File: src/rtl/cs_window_pkg.sv
package cs_window_pkg;
  localparam int unsigned WIN_REG_BASE   = 'h60;
  localparam int unsigned WIN_REG_STRIDE = 4;
  localparam int unsigned KB_SHIFT       = 10;
endpackage

File: src/rtl/cs_window_sizes.sv
module cs_window_sizes
  import cs_window_pkg::*;
#(
  parameter int NUM_DEV = 4,
  parameter int SIZE_W  = 18,
  parameter int OFS_W   = 32,
  parameter int CFG_AW  = 8,
  parameter int CFG_DW  = 32
) (
  input  logic                            clk,
  input  logic                            rst,
  input  logic                            cfg_we,
  input  logic [CFG_AW-1:0]               cfg_addr,
  input  logic [CFG_DW-1:0]               cfg_wdata,
  output logic [NUM_DEV-1:0][OFS_W-1:0]   win_lo,
  output logic [NUM_DEV-1:0][OFS_W-1:0]   win_hi
);
  logic [NUM_DEV-1:0][SIZE_W-1:0] size_kb;
  logic [NUM_DEV-1:0][OFS_W-1:0]  size_bytes;

  // Upper data bits carry nothing
  logic unused_wdata_hi;
  assign unused_wdata_hi = ^cfg_wdata[CFG_DW-1:SIZE_W];

  for (genvar k = 0; k < NUM_DEV; k++) begin : g_slot
    localparam logic [CFG_AW-1:0] SLOT_ADDR = CFG_AW'(WIN_REG_BASE + k * WIN_REG_STRIDE);
    logic slot_hit;
    assign slot_hit = cfg_we && (cfg_addr == SLOT_ADDR);

    always_ff @(posedge clk) begin
      if (rst) size_kb[k] <= '0;
      else if (slot_hit) size_kb[k] <= cfg_wdata[SIZE_W-1:0];
    end

    assign size_bytes[k] = OFS_W'(size_kb[k]) << KB_SHIFT;

    if (k == 0) begin : g_first
      assign win_lo[k] = '0;
    end else begin : g_rest
      assign win_lo[k] = win_hi[k-1];
    end
    assign win_hi[k] = win_lo[k] + size_bytes[k];

    // a size register moves only on a write to its own slot
    assert_slot_stable_R2: assert property (@(posedge clk) disable iff (rst)
      !(cfg_we && cfg_addr == SLOT_ADDR) |=> $stable(size_kb[k]));
  end
endmodule

File: src/rtl/cs_window_match.sv
module cs_window_match #(
  parameter int NUM_DEV = 4,
  parameter int OFS_W   = 32,
  parameter int SEL_W   = $clog2(NUM_DEV)
) (
  input  logic                          clk,
  input  logic                          rst,
  input  logic                          req_valid,
  input  logic [OFS_W-1:0]              req_offset,
  input  logic [NUM_DEV-1:0][OFS_W-1:0] win_lo,
  input  logic [NUM_DEV-1:0][OFS_W-1:0] win_hi,
  output logic                          rsp_valid,
  output logic [NUM_DEV-1:0]            rsp_cs,
  output logic [SEL_W-1:0]              rsp_sel,
  output logic [OFS_W-1:0]              rsp_local,
  output logic                          rsp_miss
);
  logic [NUM_DEV-1:0] hit_vec;
  logic [SEL_W-1:0]   sel_c;
  logic [OFS_W-1:0]   base_c;
  logic               miss_c;

  for (genvar k = 0; k < NUM_DEV; k++) begin : g_cmp
    assign hit_vec[k] = (req_offset >= win_lo[k]) && (req_offset < win_hi[k]);

    // an empty window can never claim an offset
    assert_empty_unsel_R5: assert property (@(posedge clk) disable iff (rst)
      (req_valid && win_lo[k] == win_hi[k]) |-> !hit_vec[k]);
  end

  always_comb begin
    sel_c  = '0;
    base_c = '0;
    for (int k = 0; k < NUM_DEV; k++) begin
      if (hit_vec[k]) begin
        sel_c  = SEL_W'(k);
        base_c = win_lo[k];
      end
    end
  end

  assign miss_c = ~|hit_vec;

  always_ff @(posedge clk) begin
    if (rst) begin
      rsp_valid <= 1'b0;
      rsp_cs    <= '0;
      rsp_sel   <= '0;
      rsp_local <= '0;
      rsp_miss  <= 1'b0;
    end else begin
      rsp_valid <= req_valid;
      if (req_valid) begin
        rsp_cs    <= hit_vec;
        rsp_sel   <= sel_c;
        rsp_local <= miss_c ? '0 : (req_offset - base_c);
        rsp_miss  <= miss_c;
      end
    end
  end

  // windows never overlap
  assert_disjoint_R3: assert property (@(posedge clk) disable iff (rst)
    req_valid |-> $onehot0(hit_vec));
  // miss coincides with an offset past the top of the stack
  assert_miss_total_R6: assert property (@(posedge clk) disable iff (rst)
    req_valid |-> (miss_c == (req_offset >= win_hi[NUM_DEV-1])));
  // a miss drives no chip select and a zero local address
  assert_miss_quiet_R6: assert property (@(posedge clk) disable iff (rst)
    (rsp_valid && rsp_miss) |-> (rsp_cs == '0 && rsp_local == '0 && rsp_sel == '0));
  // a hit asserts exactly the chip select named by the index
  assert_cs_match_R10: assert property (@(posedge clk) disable iff (rst)
    (rsp_valid && !rsp_miss) |-> ($onehot0(rsp_cs) && rsp_cs[rsp_sel]));
  // one-cycle response timing
  assert_latency_R7: assert property (@(posedge clk) disable iff (rst)
    req_valid |=> rsp_valid);
  assert_idle_R7: assert property (@(posedge clk) disable iff (rst)
    !req_valid |=> (!rsp_valid && $stable(rsp_local) && $stable(rsp_cs)));
endmodule

File: src/rtl/cs_window_decoder.sv
module cs_window_decoder #(
  parameter int NUM_DEV = 4,
  parameter int SIZE_W  = 18,
  parameter int OFS_W   = 32,
  parameter int CFG_AW  = 8,
  parameter int CFG_DW  = 32,
  localparam int SEL_W  = $clog2(NUM_DEV)
) (
  input  logic               clk,
  input  logic               rst,
  input  logic               cfg_we,
  input  logic [CFG_AW-1:0]  cfg_addr,
  input  logic [CFG_DW-1:0]  cfg_wdata,
  input  logic               req_valid,
  input  logic [OFS_W-1:0]   req_offset,
  output logic               rsp_valid,
  output logic [NUM_DEV-1:0] rsp_cs,
  output logic [SEL_W-1:0]   rsp_sel,
  output logic [OFS_W-1:0]   rsp_local,
  output logic               rsp_miss
);
  logic [NUM_DEV-1:0][OFS_W-1:0] win_lo;
  logic [NUM_DEV-1:0][OFS_W-1:0] win_hi;

  cs_window_sizes #(
    .NUM_DEV(NUM_DEV), .SIZE_W(SIZE_W), .OFS_W(OFS_W),
    .CFG_AW(CFG_AW), .CFG_DW(CFG_DW)
  ) i_sizes (
    .clk(clk), .rst(rst), .cfg_we(cfg_we), .cfg_addr(cfg_addr),
    .cfg_wdata(cfg_wdata), .win_lo(win_lo), .win_hi(win_hi)
  );

  cs_window_match #(
    .NUM_DEV(NUM_DEV), .OFS_W(OFS_W), .SEL_W(SEL_W)
  ) i_match (
    .clk(clk), .rst(rst), .req_valid(req_valid), .req_offset(req_offset),
    .win_lo(win_lo), .win_hi(win_hi), .rsp_valid(rsp_valid), .rsp_cs(rsp_cs),
    .rsp_sel(rsp_sel), .rsp_local(rsp_local), .rsp_miss(rsp_miss)
  );
endmodule

File: config.mk
export PLATFORM = sky130hd
export DESIGN_NAME = cs_window_decoder
export DESIGN_NICKNAME = d
export VERILOG_FILES = /design/src/rtl/cs_window_pkg.sv /design/src/rtl/cs_window_sizes.sv /design/src/rtl/cs_window_match.sv /design/src/rtl/cs_window_decoder.sv
export SDC_FILE = /design/constraint.sdc
export NUM_CORES = 1
export LEC_CHECK = 0
export ABC_CLOCK_PERIOD_IN_PS = 9780
export BUFFER_PORTS_ARGS = -buffer_cell sky130_fd_sc_hd__buf_2
export CORE_ASPECT_RATIO = 0.8
export CORE_MARGIN = 3
export CORE_UTILIZATION = 60
export DETAILED_ROUTE_END_ITERATION = 8
export GPL_TIMING_DRIVEN = 0
export PLACE_DENSITY = 0.79
export SYNTH_ARGS = -nofsm -noshare
export SYNTH_HDL_FRONTEND = slang
export SYNTH_SLANG_ARGS = --single-unit
export TNS_END_PERCENT = 30
File: constraint.sdc
create_clock -name clk -period 9.78 [get_ports clk]
set_input_delay 1.956 -clock clk [delete_from_list [all_inputs] [get_ports clk]]
set_output_delay 1.956 -clock clk [all_outputs]
set_load 0.02 [all_outputs]
* After elaboration in Yosys (flattened, before gate mapping)
Index checks and enable logic that the tools add are counted.
Storage, ports and cells: output and inout port bits 40, flip-flop bits (word level) 112, input bits 76
Cells by class: order comparisons 8, eq/ne operators 4, add/sub/neg operators 4, muxes and demuxes 7, reduce and logical (&&, ||, !) cells 10
Operator list (number):
- $add A32 B28 Y32 | 2
- $lt A32 B32 Y1 | 2
- $mux W32 | 2
- $eq A8 B7 Y1 const B | 4
- $ge A32 B1 Y1 const B | 1
- $ge A32 B28 Y1 | 1
- $ge A32 B29 Y1 | 1
- $ge A32 B32 Y1 | 1
- $lt A32 B28 Y1 | 1
- $lt A32 B29 Y1 | 1
- $sub A32 B32 Y32 | 1
- $add A28 B28 Y29 | 1
- $mux W29 | 1
- $mux W28 | 1
- $logic_and A1 B1 Y1 | 8
- $mux W2 | 2
- $reduce_or A4 Y1 | 1
- $logic_not A1 Y1 | 1
- $mux W1 | 1

* Depth between registers and ports, before layout
Gate-level depths: netlist of the first run.
depth in word-level cells 8, depth in mapped cells 46

* Cells and area by module
Synthesis of the first run repeated with hierarchy kept, for this count alone.
Second synthesis, totals: cells, all modules 2271, area total of the unflattened synthesis 16632.2 µm²
Modules (own cells, without submodules):
- cs_window_match | area each 10127.2 µm², instances 1, sequential area each 800.8 µm², cells an instance 1420
- cs_window_sizes | area each 6505.0 µm², instances 1, sequential area each 1441.4 µm², cells an instance 851

* Worst setup path before layout of the first run
Ideal clock, no wire load.
path type register to register, start point reg i_sizes.size_kb (netlist bit i_sizes.size_bytes[10]), end point reg i_match.rsp_local[30], arrival 8.348 ns, library setup time 0.117 ns, path slack 1.315 ns, cell stages (with the launch flop) 46, required time 9.663 ns, clock period less this slack 8.465 ns, buffers on the path 1, cell sequence dfxtp_1 > ha_1 > inv_1 > fa_1 > nor2b_1 > o31ai_2 > a21oi_1 > nor2_1 > xor2_1 > inv_1 > ha_1 > and3_1 > a221o_1 > a21oi_2 > a21oi_2 > a41oi_1 > nand2b_1 > a21oi_1 > [10 not listed] > a21o_1 > a211oi_1 > o21a_1 > o21ai_1 > a21o_1 > clkbuf_1 > mux2_2 > ha_1 > fa_1 > nand2b_1 > a21oi_1 > a41oi_1 > a31oi_1 > a221oi_1 > o21ai_0 > a21oi_1 > xor2_1 > a22o_1
On the way: longest elaborated chain between the ends 8, elaborated cells on any way between the ends 20, those cells by class add/sub: 4; order compare: 7; mux: 4; reduce/logical: 5
Ends and longest elaborated chain:
- start, declared | line cs_window_sizes.sv:18 | logic [NUM_DEV-1:0][SIZE_W-1:0] size_kb;
- start signal, assigned by index | line cs_window_sizes.sv:32 | else if (slot_hit) size_kb[k] <= cfg_wdata[SIZE_W-1:0];
- $add A28 B28 Y29 | line cs_window_sizes.sv:42 | assign win_hi[k] = win_lo[k] + size_bytes[k];
- $add A32 B28 Y32 / $lt A32 B29 Y1 (equally long branches) | line cs_window_sizes.sv:42, cs_window_match.sv:24
- $add A32 B28 Y32 (tied with other cells) | line cs_window_sizes.sv:42
- $lt A32 B32 Y1 (tied with other cells) | line cs_window_match.sv:24 | assign hit_vec[k] = (req_offset >= win_lo[k]) && (req_offset < win_hi[k]);
- $logic_and A1 B1 Y1 / $mux W29 (equally long branches) | line cs_window_match.sv:24, cs_window_match.sv:35
- $mux W32 | line cs_window_match.sv:35 | if (hit_vec[k]) begin
- $sub A32 B32 Y32 | line cs_window_match.sv:56 | rsp_local <= miss_c ? '0 : (req_offset - base_c);
- $mux W32 (*) | line cs_window_match.sv:56
- end signal, assigned | line cs_window_match.sv:56
- end, declared | line cs_window_match.sv:15 | output logic [OFS_W-1:0] rsp_local,
Every way passes the cells marked *; elsewhere a longest branch is shown, timed or not. A chain may end at the register's enable or synchronous reset.

* Worst setup path after layout of the first run
Ends and elaborated chain as after synthesis.

==> results of run 1 <==
[report_power, final]
part	internal (µW)	total [µW]	leakage, µW	switching [µW]
clock	230	415	0.000161	186
sequential	463	467	0.000906	3.89
combinational	75.0	189	0.00392	114
[cells in the final DEF (no fill, tap or decap), types with 28 or more instances in the layout]
master and count:
ha_1 152, nor2_1 123, dfxtp_1 109, buf_2 105
a21oi_1 96, nand2_1 82, inv_1 76, mux2i_1 55
o21ai_0 43, a21o_1 40, xnor2_1 30, a22o_1 28
[final cells by class]
class                      count  area [µm²]  share of cell area, %
buffer                        34       143.9                  1.345
clock buffer                  10       229.0                  2.140
clock inverter                 6       100.1                 0.9356
inverter                      78       292.8                  2.737
multi-input combinational    919        6884                  64.34
sequential                   112        2246                  20.99
tap                          210       262.8                  2.456
timing repair buffer         105       540.5                  5.052
[what timing repair did]
item / 4_1_cts / 5_1_grt
setup buffers: 1 / 5
endpoints found under the setup margin: 4 / 14
pin swaps: 1 / 4
hold endpoints to repair: 0 / 0
resized for setup: 3 / 17
[layer usage]
metal / track usage [%] / up-vias / routed length (µm)
li1: - / 4370 / -
met3: 4.753 / 44 / 2022
met1: 43.61 / 4122 / 12510
met5: 0 / - / 0
met4: 7.344 / 0 / 556
met2: 45.74 / 324 / 11210
[registers in the layout, summed over array words and instances (netlist names)]
signal,count
i_match.rsp_local,32
i_match.rsp_valid,1
i_match.rsp_sel,2
i_match.rsp_miss,1
i_sizes.size_bytes,72
i_match.rsp_cs,4
[worst reg2reg max path, delay by kind of cell, from the launching register on]
family / cells / cell delay, ns
adders and majority gates: 7 / 2.22
DFF: 1 / 0.40
muxes: 1 / 0.31
xor gates and xnor gates: 3 / 0.54
AOI/OAI and AO/OA: 22 / 4.25
buffers and inverters: 3 / 0.38
and+or+nand+nor: 8 / 1.14
[worst max-delay path by stage]
stage / end / slack, ns / cells after the start
after floorplan: i_match.rsp_local[30] / 1.32 / 45
after detailed placement: i_match.rsp_local[30] / -0.33 / 45
after global placement: i_match.rsp_local[30] / -0.21 / 45
final: i_match.rsp_local[30] / 0.45 / 44
after CTS: i_match.rsp_local[30] / 0.04 / 45
after global routing: i_match.rsp_local[29] / -0.03 / 43
[cells by family (layout without fill, tap and decap cells)]
| group | count (synthesis) | in the layout | share of synthesized area [%] |
|---|---|---|---|
| buf+inv | 112 | 233 | 4.580 |
| simple gates | 328 | 328 | 16.13 |
| mux | 59 | 59 | 6.283 |
| flops | 112 | 112 | 23.65 |
| xor+xnor | 58 | 58 | 5.518 |
| fa+ha+maj | 156 | 156 | 20.91 |
| compound gates | 318 | 318 | 22.93 |
[stage by stage]
| step | setup WS (ns) | cell area [µm²] | power (µW) | instances |
|---|---|---|---|---|
| 3_5_place_dp | -0.3305 | 10240 | 658.6 | 1452 |
| 5_1_grt | -0.03250 | 10700 | 1113 | 1474 |
| 3_3_place_gp | -0.2125 | 10240 | 654.1 | 1452 |
| 6_report | 0.4525 | 10700 | 1072 | 1474 |
| 2_1_floorplan | 1.315 | 9479 | 596.0 | 1143 |
| 4_1_cts | 0.04099 | 10590 | 1069 | 1469 |
==> results.ini, run 1 <==
[logic_synthesis]
yosysSeqAreaShare_pct = 23.65
ys_warn_count = 0
async_reset_ff_share_pct = 0
ys_ff_latch = 112
ys_top_cells_by_area = dfxtp_1 (24%), ha_1 (20%), mux2i_1 (5.8%)
synth_cell_types = 74
synth_nets = 1375
synth_top_cell_by_area = dfxtp_1
postSynthAreaPerCell_um2 = 8.293
syn_inst = 1143
synth_common_cells = ha_1 (152), nor2_1 (123), dfxtp_1 (112), a21oi_1 (99), nand2_1 (82)
yosysMostFrequentCell = ha_1
synth_area_um2 = 9479
synth-edff-count = 0
ys.flop_type = dfxtp_1
synth_top_area_share_pct = 23.65

[worst_setup_path]
cp_max_fo = 10
crit_buf_inv = 3
r2r_start = i_sizes.size_bytes[10]
crit_type = register to register
reg2regPathDepth = 44
critPathMaxStageDelay_ns = 0.40
cp.arrival_ns = 9.58
worstPathRequired_ns = 10.03
cp-end-kind = register
setup.worst_path.start = i_sizes.size_bytes[10]
cp_slowest_cell = dfxtp_2
path_common_cell = ha_1
cp-start-kind = register
cp_top_family = compound AO/OA/AOI/OAI gates
r2r_end = i_match.rsp_local[30]
reg2reg_slack_ns = 0.45

[hold_path]
hold_end = i_sizes.size_bytes[77]
worstHoldPathType = register to register
holdCritStartpoint = i_sizes.size_bytes[77]
whs_path_depth = 2

[sta]
timing.fmax_ghz = 0.1072
relSlewSlack_pct = 48.43
hold_ws_ns = 0.4649
finalMaxSlewViolations = 0
setup_viol = 0
tns_ns = 0
worstMarginPinSlew_ns = 0.7736
fin_crit_ns = 9.328
skew_ns = 0.01348
period_share_pct = 95.37
report.final.hold_viol_count = 0

[final_layout]
post-route-util_pct = 70.09
synthToLayoutAreaGrowth_pct = 12.87
num-fill-cells = 1250
nets = 1491
antenna_cells = 0
drive_above_1_share_pct = 13.53

[cts]
clock_path_buffers = 2
numCtsBuffers = 9
cts_tree = done
root_buffer = clkbuf_16
insertion_delay_ns = 0.37
clock-sinks = 112
cts.clk_slew.worst_paths_ns = 0.08
h-tree-depth = 3
postCtsHoldBufs = 0

[drt]
wl_per_cell_um = 17.85
drtIter0Drc = 711
remaining_drc_errors = 0
via_per_inst = 6.011
ant_nets = 0
dr.pass1.iters = 5
vias = 8860
drt-total-wl_um = 26310

[global_routing]
grt_first_pass_wirelength_um = 41820
grt_overflow = 0
grtUsageTotal_pct = 29.77
grt_max_degree = 20
antenna_found_initial = 0
grt_pass1_vias = 8233

[pwr]
power_density_nw_per_um2 = 100.2
leakage_uw = 0.004985
ir_drop_uv = 123.1

[floorplanning]
core-area_um2 = 15260
initial_utilization_pct = 62.10
die_h_um = 118.4
rows = 40
dieArea_um2 = 17350
io-pin-count = 116
die_w_um = 146.5

[placement]
portBuffers = 99
hpwl_um = 21160
gp_congestion = 0.9581

[outcome]
status = finished, final reports clean

[job]
maxCapViolations = 0

Power figures use the tool's default switching activity.
==> run 2, diff against run 1 <==
Settings changed: CAP_MARGIN set to 15, CORE_ASPECT_RATIO 0.8 to unset, MAX_ROUTING_LAYER set to met4.
==> run 2 against run 1 <==
Sequential power hardly changed. Final area fell by 0.32%. Critical path depth did not move. Wire length shrank 2.8%. Sequential cell count unchanged. First-iteration DRC count down 34%. Non-clock buffer count fell by 3. Count of clock-buffer cells in the layout stayed put. Critical path type unchanged. Largest cell class unchanged. Highest routed layer unchanged.
==> results.ini, run 2 (synthesis gave the netlist of run 1 again) <==
[outcome]
status = finished, final reports clean

[cts]
h-tree-depth = 3
numCtsBuffers = 9
insertion_delay_ns = 0.37
root_buffer = clkbuf_16
cts.clk_slew.worst_paths_ns = 0.08
clock-sinks = 112
cts_tree = done
clock_path_buffers = 2

[drt]
remaining_drc_errors = 0
vias = 8764
via_per_inst = 5.954
wl_per_cell_um = 17.37
ant_nets = 0
drt-total-wl_um = 25570
dr.pass1.iters = 7
drtIter0Drc = 472

[sta]
timing.fmax_ghz = 0.1070
setup_viol = 0
skew_ns = 0.01236
finalMaxSlewViolations = 0
relSlewSlack_pct = 44.97
report.final.hold_viol_count = 0
tns_ns = 0
period_share_pct = 95.58
worstMarginPinSlew_ns = 0.8254
fin_crit_ns = 9.348

[pwr]
power_density_nw_per_um2 = 97.55
ir_drop_uv = 89.06
internal_power_uw = 739.4
pwr-share-comb_pct = 18.4
p_switching_uw = 301.0
p_clk_share_pct = 36.8
p_sw_share_pct = 28.93
p_total_uw = 1040
seqPwrFrac_pct = 44.9
leakage_uw = 0.004947

[worst_setup_path]
cp.arrival_ns = 9.61
crit_buf_inv = 3
critPathMaxStageDelay_ns = 0.44
cp_max_fo = 10
cp-start-kind = register
crit_type = register to register
path_common_cell = ha_1
worstPathRequired_ns = 10.05
cp_top_family = compound AO/OA/AOI/OAI gates
cp_slowest_cell = dfxtp_1
cp-end-kind = register

[global_routing]
grtUsageTotal_pct = 29.33
grt_first_pass_wirelength_um = 40220
antenna_found_initial = 0
grt_pass1_vias = 8188
grt_overflow = 0
grt_max_degree = 19

[final_layout]
final_cell_mix = ha_1 (152), nor2_1 (123), dfxtp_1 (112), buf_2 (105), a21oi_1 (96)
nets = 1488
synthToLayoutAreaGrowth_pct = 12.51
post-route-util_pct = 69.64
largest_reg_flops = 72
regArea_um2 = 2242
final_common_cell = ha_1
multi_input_area_um2 = 6908
drive_above_1_share_pct = 13.08
antenna_cells = 0
num-fill-cells = 1309
finalInstanceArea_um2 = 10670

[floorplanning]
core-area_um2 = 15310
io-pin-count = 116
rows = 45
die_w_um = 131.7
dieArea_um2 = 17340
die_h_um = 131.7
initial_utilization_pct = 61.90

[placement]
gp_congestion = 0.9683
hpwl_um = 20900
place_area_um2 = 10240
portBuffers = 99

[job]
maxCapViolations = 0

[hold_path]
worstHoldPathType = register to register

==> run 2: cell count changes in the layout (fill, tap and decap cells not counted), sizes merged <==
cell	previous run	this run
buf	114	111
clkinvlp	0	3
bufinv	2	1
clkinv	3	2
inv	79	78
==> run 2: what timing repair did <==
item / CTS / global route
hold endpoints to repair: 0 / 0
hold buffers: 0 / 0
setup buffers: 1 / 2
gates resized for setup: 3 / 15
setup endpoints to repair: 4 / 14
pin swaps: 1 / 3
==> run 2: worst min-delay path: cells and delay by family, from the launching register on <==
family | cells | cell delay [ns]
AOI/OAI and AO/OA | 1 | 0.05
and+or+nand+nor | 1 | 0.05
DFF | 1 | 0.33
==> run 2: metal layers <==
metal  vias to the layer above  global-route usage, %  wire, µm
li1                       4366                      -         -
met1                      4047                  38.11     11320
met2                       289                  46.85     11620
met3                        62                  4.211      1796
met4                         0                  10.39       839
met5                         -                      -         0
==> run 2: path summary, 6_finish.rpt <==
check	to	start	slack (ns)	cells past startpoint
setup / recovery	i_match.rsp_local[30]	i_sizes.size_bytes[10]	0.43	44
hold / removal	i_match.rsp_local[10]	i_match.rsp_local[10]	0.46	2
setup reg to reg	i_match.rsp_local[30]	i_sizes.size_bytes[10]	0.43	44
hold reg to reg	i_match.rsp_local[10]	i_match.rsp_local[10]	0.46	2
==> run 2: cell type report <==
type	count	share of cell area, %
inverter	78	2.745
buffer	34	1.337
multi-input combinational	919	64.77
timing repair buffer	102	4.857
sequential	112	21.02
clock buffer	10	2.147
clock inverter	6	0.6452
tap	211	2.475
==> run 2: power groups by stage <==
stage	combinational (µW)	clock, µW	sequential [µW]
floorplan	110	0	486
global placement	177	0	477
detailed placement	181	0	478
CTS	184	384	467
global route	212	404	468
finish	191	382	467
==> run 2: through the flow <==
step | std cells | hold WS [ns] | worst slack [ns]
detailed placement | 1453 | 0.4525 | -0.3669
global route | 1472 | 0.4803 | -0.006863
finish | 1472 | 0.4632 | 0.4324
CTS | 1470 | 0.4633 | 0.03136
global placement | 1453 | 0.4438 | -0.2796
floorplan | 1143 | 0.4406 | 1.315
==> run 3, diff against run 2 <==
Settings changed: PLACE_DENSITY 0.79 to 0.82.
==> run 3 against run 2 <==
Critical path depth stayed put. Power is 0.99% higher. Clock skew is 0.0015 ns higher. Sequential power hardly changed. Wire length is 2.4% higher. Utilization hardly changed. Maximum frequency hardly changed. Final area hardly changed. Critical path type unchanged. Sequential cell count stayed put. Register-to-register slack hardly changed.
==> results.ini, run 3 (synthesis gave the netlist of run 1 again) <==
[hold_path]
worstHoldPathType = register to register

[drt]
remaining_drc_errors = 0
dr.pass1.iters = 5
drt-total-wl_um = 26190
wl_per_cell_um = 17.78
ant_nets = 0
vias = 8955
via_per_inst = 6.079
drtIter0Drc = 570

[pwr]
p_clk_share_pct = 37.4
p_total_uw = 1051
pwr-share-comb_pct = 18.2
ir_drop_uv = 85.95
power_density_nw_per_um2 = 98.45
p_sw_share_pct = 28.80
leakage_uw = 0.004961
seqPwrFrac_pct = 44.5
p_switching_uw = 302.6
internal_power_uw = 748.1

[job]
maxCapViolations = 0

[placement]
dp_cells = 1453
gp_congestion = 0.9782
portBuffers = 99
hpwl_um = 21070
post-place-ws_ns = -0.3904

[cts]
postCtsHoldBufs = 0
clock_path_buffers = 2
insertion_delay_ns = 0.37
h-tree-depth = 3
numCtsBuffers = 9
cts.clk_slew.worst_paths_ns = 0.08
clock-sinks = 112
root_buffer = clkbuf_16
cts_tree = done

[floorplanning]
die_w_um = 131.7
die_h_um = 131.7
initial_utilization_pct = 61.90
core-area_um2 = 15310
rows = 45
io-pin-count = 116
dieArea_um2 = 17340

[sta]
skew_ns = 0.01389
finalMaxSlewViolations = 0
timing.fmax_ghz = 0.1069
period_share_pct = 95.63
final.setup.worst_slack_ns = 0.4278
hold_ws_ns = 0.4621
report.final.hold_viol_count = 0
setup_viol = 0
fin_crit_ns = 9.352
worstMarginPinSlew_ns = 0.8026
relSlewSlack_pct = 46.49

[final_layout]
final_cell_mix = ha_1 (151), nor2_1 (123), dfxtp_1 (110), buf_2 (104), a21oi_1 (95)
synthToLayoutAreaGrowth_pct = 12.59
drive_above_1_share_pct = 13.47
nets = 1489
antenna_cells = 0
largest_reg_flops = 72
stdcell_count = 1473
final_common_cell = ha_1
post-route-util_pct = 69.69

[outcome]
status = finished, final reports clean

[global_routing]
grt_max_degree = 20
antenna_found_initial = 0
grt_overflow = 0
grt_first_pass_wirelength_um = 41640
grt_pass1_vias = 8506
grtUsageTotal_pct = 30.08

[worst_setup_path]
cp_max_fo = 10
crit_type = register to register
worstPathRequired_ns = 10.04
cp_slowest_cell = fa_1
critPathMaxStageDelay_ns = 0.39
path_common_cell = ha_1
cp-end-kind = register
cp-start-kind = register
cp.arrival_ns = 9.62

==> run 3: changes by cell type in the layout (fill, tap and decap cells not counted), moves of 2 or more <==
cell / before / now
inv_6: 0 / 3
clkinvlp_4: 3 / 1
dfxtp_1: 112 / 110
dfxtp_2: 0 / 2
==> run 3: worst paths after layout <==
check / startpoint / endpoint / slack, ns / cells past startpoint
worst max register to register: i_sizes.size_bytes[10] / i_match.rsp_local[30] / 0.43 / 44
worst min-delay path: i_sizes.size_bytes[88] / i_sizes.size_bytes[88] / 0.46 / 2
worst max-delay path: i_sizes.size_bytes[10] / i_match.rsp_local[30] / 0.43 / 44
worst min register to register: i_sizes.size_bytes[88] / i_sizes.size_bytes[88] / 0.46 / 2
==> run 3: worst max-delay path, delay by kind of cell (launching register included) <==
| kind | cells | cell delay (ns) |
|---|---|---|
| fa+ha+maj | 7 | 2.08 |
| mux | 1 | 0.31 |
| simple gates | 8 | 1.03 |
| buf+inv | 3 | 0.41 |
| xor+xnor | 3 | 0.55 |
| flops | 1 | 0.36 |
| compound gates | 22 | 4.52 |
==> run 3: layout make-up <==
cell class                 instances  area (µm²)
timing repair buffer             103       525.5
clock inverter                     6       72.57
sequential                       112        2245
tap                              211       264.0
clock buffer                      10       239.0
buffer                            34       145.1
fill                            1254        4642
multi-input combinational        919        6889
inverter                          78       292.8
==> run 3: metrics by stage <==
| stage | cell area (µm²) | TNS, ns |
|---|---|---|
| 5_1_grt | 10670 | -0.006521 |
| 3_3_place_gp | 10240 | -0.3252 |
| 4_1_cts | 10580 | 0 |
| 6_report | 10670 | 0 |
| 3_5_place_dp | 10240 | -0.8189 |
| 2_1_floorplan | 9479 | 0 |
==> run 3: power by group through the flow <==
| stage | Clock [µW] | Sequential (µW) | Combinational, µW |
|---|---|---|---|
| 2_1_floorplan | 0 | 486 | 110 |
| 3_3_place_gp | 0 | 477 | 176 |
| 3_5_place_dp | 0 | 478 | 182 |
| 4_1_cts | 395 | 467 | 185 |
| 5_1_grt | 410 | 468 | 210 |
| 6_report | 393 | 467 | 191 |
==> run 3: timing repair <==
| item | CTS | global route |
|---|---|---|
| gates resized for setup | 4 | 16 |
| endpoints found under the setup margin | 4 | 14 |
| setup buffers | 1 | 3 |
| gates cloned | 0 | 0 |
| pin swaps | 1 | 2 |
==> run 3: routing by layer <==
| layer | vias up | track usage, % | part of all wire (%) |
|---|---|---|---|
| met1 | 4165 | 38.27 | 44 |
| met3 | 83 | 4.020 | 6.3 |
| met4 | 0 | 13.13 | 4.1 |
| met2 | 336 | 48.05 | 45 |
| li1 | 4371 | - | - |
| met5 | - | - | 0 |
